$ cat config.mk
export PLATFORM = sky130hd
export DESIGN_NAME = regwin_xlate
export DESIGN_NICKNAME = d
export VERILOG_FILES = /design/src/rtl/regwin_xlate.sv
export SDC_FILE = /design/constraint.sdc
export NUM_CORES = 1
export LEC_CHECK = 0
export BUFFER_PORTS_ARGS = -buffer_cell sky130_fd_sc_hd__buf_2
export CAP_MARGIN = 0
export CORE_UTILIZATION = 43
export CTS_CLUSTER_SIZE = 25
export DETAILED_ROUTE_END_ITERATION = 16
export PLACE_DENSITY_LB_ADDON = 0.08
export SLEW_MARGIN = 20
export SYNTH_ARGS = -nofsm -noshare
export SYNTH_HDL_FRONTEND = slang
export SYNTH_SLANG_ARGS = --single-unit
$ cat constraint.sdc
create_clock -name clk -period 2.23 [get_ports clk]
set_clock_uncertainty 0.2 [all_clocks]
set_input_delay 0.1115 -clock clk [delete_from_list [all_inputs] [get_ports clk]]
set_output_delay 0.1115 -clock clk [all_outputs]
set_load 0.02 [all_outputs]
$ cat src/rtl/regwin_xlate.sv
module regwin_xlate #(
  parameter int         PAGE_W     = 6,
  parameter logic [3:0] HIDDEN_GRP = 4'hD,
  parameter logic [3:0] PAGED_GRP  = 4'hF
) (
  input  logic              clk,
  input  logic              rst_n,
  input  logic              wr_single,
  input  logic              wr_p0,
  input  logic              wr_p1,
  input  logic              wr_page,
  input  logic [7:0]        wr_val,
  input  logic              acc_en,
  input  logic              acc_work,
  input  logic [3:0]        work_num,
  input  logic [7:0]        dir_addr,
  output logic [7:0]        abs_addr,
  output logic              hidden_err,
  output logic              top_sel,
  output logic [PAGE_W-1:0] page_sel,
  output logic [7:0]        rp0_rd,
  output logic [7:0]        rp1_rd,
  output logic [7:0]        page_rd
);
  localparam int PAD_W = 8 - PAGE_W;

  logic [4:0]        grp0, grp1;
  logic              twin;
  logic [PAGE_W-1:0] page;
  logic [7:0]        work_addr, raw_addr;
  logic              legal;

  always_ff @(posedge clk or negedge rst_n) begin
    if (!rst_n) begin
      grp0 <= '0;
      grp1 <= '0;
      twin <= 1'b0;
      page <= '0;
    end else begin
      if (wr_single) begin
        grp0 <= {wr_val[7:4], 1'b0};
        twin <= 1'b0;
      end else begin
        if (wr_p0) grp0 <= wr_val[7:3];
        if (wr_p1) grp1 <= wr_val[7:3];
        if (wr_p0 || wr_p1) twin <= 1'b1;
      end
      if (wr_page) page <= wr_val[7:PAD_W];
    end
  end

  always_comb begin
    if (!twin)            work_addr = {grp0[4:1], work_num};
    else if (work_num[3]) work_addr = {grp1, work_num[2:0]};
    else                  work_addr = {grp0, work_num[2:0]};
  end

  assign raw_addr   = acc_work ? work_addr : dir_addr;
  assign hidden_err = acc_en && !acc_work && (dir_addr[7:4] == HIDDEN_GRP);
  assign legal      = acc_en && !hidden_err;
  assign abs_addr   = legal ? raw_addr : 8'h00;
  assign top_sel    = legal && (raw_addr[7:4] == PAGED_GRP);
  assign page_sel   = page;
  assign rp0_rd     = {grp0, twin, 2'b00};
  assign rp1_rd     = {grp1, twin, 2'b00};
  assign page_rd    = {page, {PAD_W{1'b0}}};
endmodule


# Yosys cells after proc, flatten, opt, wreduce, memory -nomap -nowiden
# Cells that the tools add are included.
classes:
  eq_ne: 2
  muxes: 8
  bitwise: 1
  reduce_logical: 10
op_table:
  columns: ["operator", "n"]
  rows:
  - ["$mux 8", 4]
  - ["$mux 5", 2]
  - ["$eq 4x4->1 const B", 2]
  - ["$logic_and 1x1->1", 4]
  - ["$reduce_bool 2->1", 2]
  - ["$logic_not 1->1", 2]
  - ["$mux 1", 2]
  - ["$reduce_and 2->1", 1]
  - ["$logic_or 1x1->1", 1]
  - ["$not 1->1", 1]
word_totals:
  reg_bits: 17
  in_bits: 28
  word_cells: 25

# Depth between registers and ports, before layout
logic_depth:
  word_depth: 6
  depth_mapped: 4
  mapped_depth_nobuf: 4

# Worst setup path after synthesis
# Ideal clock, no wire load.
synth_timing:
  path_type: "reg2out"
  from: "reg twin"
  to: "out top_sel"
  t_arrival_ns: 1.253
  required_time_ns: 1.919
  slack_ns: 0.666
  path_stages_with_launch: 5
  path_buffers: 0
  path_cell_list: "dfrtp_1 -> nand2_2 -> mux2i_1 -> o21ai_2 -> and4_1"
synth_via:
  elab_chain_len: 4
synth_rtl:
  columns: ["element", "line_no", "rtl"]
  rows:
  - ["start: declaration", "28", "logic twin;"]
  - ["start signal: assignment", "37", "twin <= 1'b0;"]
  - ["start signal: assignment", "42", "twin <= 1'b0;"]
  - ["start signal: assignment", "46", "if (wr_p0 || wr_p1) twin <= 1'b1;"]
  - ["$mux 8", "53", "if (!twin) work_addr = {grp0[4:1], work_num};"]
  - ["$mux 8", "58", "assign raw_addr = acc_work ? work_addr : dir_addr;"]
  - ["$eq 4x4->1", "62", "assign top_sel = legal && (raw_addr[7:4] == PAGED_GRP);"]
  - ["$logic_and 1x1->1", "62", null]
  - ["end: declaration", "19", "output logic top_sel,"]
# Every way passes these cells.

# Worst setup path in the final report
# Same ends and word-level chain as after synthesis.

==> impl_results.md <==
- Status: completed
- Multiplexer share of the synthesized area: 25.5%
- Async S/R FF share, synth: 100%
- Area Overhead vs Synth: 39.4%
- Post-route setup TNS: 0 ns
- Post-synth EDFFs: 0
- R2R Path Start: twin
- Htree depth: 1
- Min-delay worst type: in2async
- Global-route wire length before repair: 3660 um
- Post-route ant nets: 0
- Final min period: 1.86 ns
- Initial DRC count: 5
- RePlAce Congestion: 0.779
- Ys Warns: 0
- CP Launch Point: twin
- CTS max path bufs: 2
- Synth Area in XOR/XNOR: 0%
- Fillers: 196
- Layout cell share with drive strength beyond 1: 47.7%
- DIE AREA: 2460 um2
- Critical path's top delay family: flip-flops
- CTS Root Cell: clkbuf_4
- Final setup fails: 0
- Number of buffers created by CTS: 3
- CTS tree: built
- Via/cell ratio: 4.73
- Max incr delay on CP: 0.45 ns
- Data required, critical path: 1.92 ns
- Max Clk Rate: 0.537 GHz
- Row count: 16
- Synth Area in Compound Gates: 5.02%
- Synthesized flop and latch total: 17
- IO Port Bufs: 59
- Period utilisation layout: 83.5%
- Starting Density: 47.6%
- Post-Synthesis Cells: 91
- Area occupied by multi-input gates: 440 um2
- Post-CTS Resized: 0
- RSZ-0062 raised after global routing: false
- Post-route DRC: 0
- Number of global-route vias before repair: 848
- Postcts setup bufs: 0
- Syn_area_per_cell: 10.7 um2
- Seq. cell area: 425 um2
- Critical path type: reg2out
- Netlist cell types: 21
- Synth Flop Type: dfrtp_1
- Post-Syn Area: 972 um2
- Slew Limit Fails: 0
- Num ports: 68
- Final hold violation count: 0
- CTS sink cnt: 17
- Die Wd: 49.6 um
- Wire per inst: 11.7 um
- Most common cell after layout, fill and taps aside: buf_2
- CP arrival: 1.55 ns
- DR pass1 iterations: 4
- Post-placement cell count: 165
- Worst r2r path cells: 3
- Nets: 184
- Reg2reg end: twin
- Pleak: 0.721 nW
- Register-to-register path setup slack: 0.65 ns
- GRT Total Usage: 19.3%
- Worst Path Max Fanout: 6
- Setup crit end kind: primary output
- Power Density: 584 nW/um2
- Slowest cell on the critical path: dfrtp_1
- Initial antenna violation count: 0
- Setup crit end: top_sel
- Fin util: 66.4%
- Detailed placement HPWL: 1600 um
- Clk_lat worst skew: 0.29 ns
- Sequential share of the synthesized area: 43.8%
- Crit path depth: 5
- Clock slew at reported path FFs: 0.09 ns
- Largest net degree at the start of global routing: 18
- WP buf/inv: 1
- Die height: 49.6 um
- Antenna Cells: 0
- Most frequent cells in the layout: 59 x buf_2, 17 x dfrtp_1, 13 x dlygate4sd3_1
- Via count: 860
- CP Cell Sequence: nand2_2, mux2i_1, a21oi_1, and4_1, buf_2
- Main combinational cell family by area after synthesis: multiplexers
- VDD IR max: 0.458 mV
- Final std cells w/o fill: 182
- Worst setup SP type: flip-flop
- Max Cap Viol: 0
- WL final: 2140 um
- Hold buffer count at CTS: 13
- Grt total ovfl: 0
- Synthesized-area fraction occupied by adder cells: 0%
- Simple-gate share of the synthesized area: 12.5%
- Core area: 2040 um2
power breakdown:
part / internal, W / leakage (nW) / switching, W
Sequential: 0.000340 / 0.201 / 0.0000224
Clock: 0.0000696 / 0.0150 / 0.0000908
Combinational: 0.000112 / 0.504 / 0.000156
Total: 0.000522 / 0.721 / 0.000269
worst reg2reg max path, cell delays in order (launching register included):
cell and delay, ns:
dfrtp_1 0.45, nor3_1 0.20, dlygate4sd3_1 0.58, nor2_1 0.04
state kept, by name, indices dropped and copies added (netlist names):
register  flops
grp0          5
grp1          5
twin          1
page_sel      6
kinds of logic (layout without fill, tap and decap cells):
| kind of cell | count (synthesis) | in the layout |
|---|---|---|
| buffers and inverters | 18 | 77 |
| DFF | 17 | 17 |
| AOI/OAI and AO/OA | 8 | 8 |
| muxes | 23 | 23 |
| and+or+nand+nor | 24 | 24 |
| other | 1 | 6 |
per-stage QoR:
step	cell area, um2	hold slack (ns)	setup WS [ns]	power (W)
floorplan	991	-0.384	0.666	0.000548
global placement	1200	-0.151	0.689	0.000616
detailed placement	1200	-0.142	0.679	0.000620
CTS	1360	0.0679	0.348	0.000803
global route	1360	0.0942	0.257	0.000841
finish	1360	0.0729	0.367	0.000792
cell type report:
cell class,count,area share (%)
well taps,27,2.49
multi-input cells,61,32.5
inverters,1,0.277
flip-flops and latches,17,31.4
clock buffers,4,1.94
repair buffers,72,31.4
per-layer routing:
layer	global-route usage, %	share of wire [%]
met1	20.5	41
met2	37.2	54
met3	6.17	5.3
met4	2.86	0
met5	0	0
cells in the mapped netlist (all sizes together) (2+ instances only):
master	count	area share, %
nand3b	2	1.5
mux2i	9	9.3
nand2b	2	1.3
nand2	3	1.4
a21oi	4	2.1
nor2b	4	2.6
o21ai	3	2.3
dfrtp	17	44
buf	16	12
mux2	14	16
nor2	11	4.2
how the worst min path moves through the flow:
stage | end | slack [ns] | cells past startpoint
finish | page_sel[0] | 0.07 | 2
floorplan | grp0[0] | -0.38 | 0
detailed placement | twin | -0.14 | 1
CTS | page_sel[0] | 0.07 | 2
global route | page_sel[0] | 0.09 | 2
global placement | grp0[0] | -0.15 | 1
(Power assumes the default switching activity.)
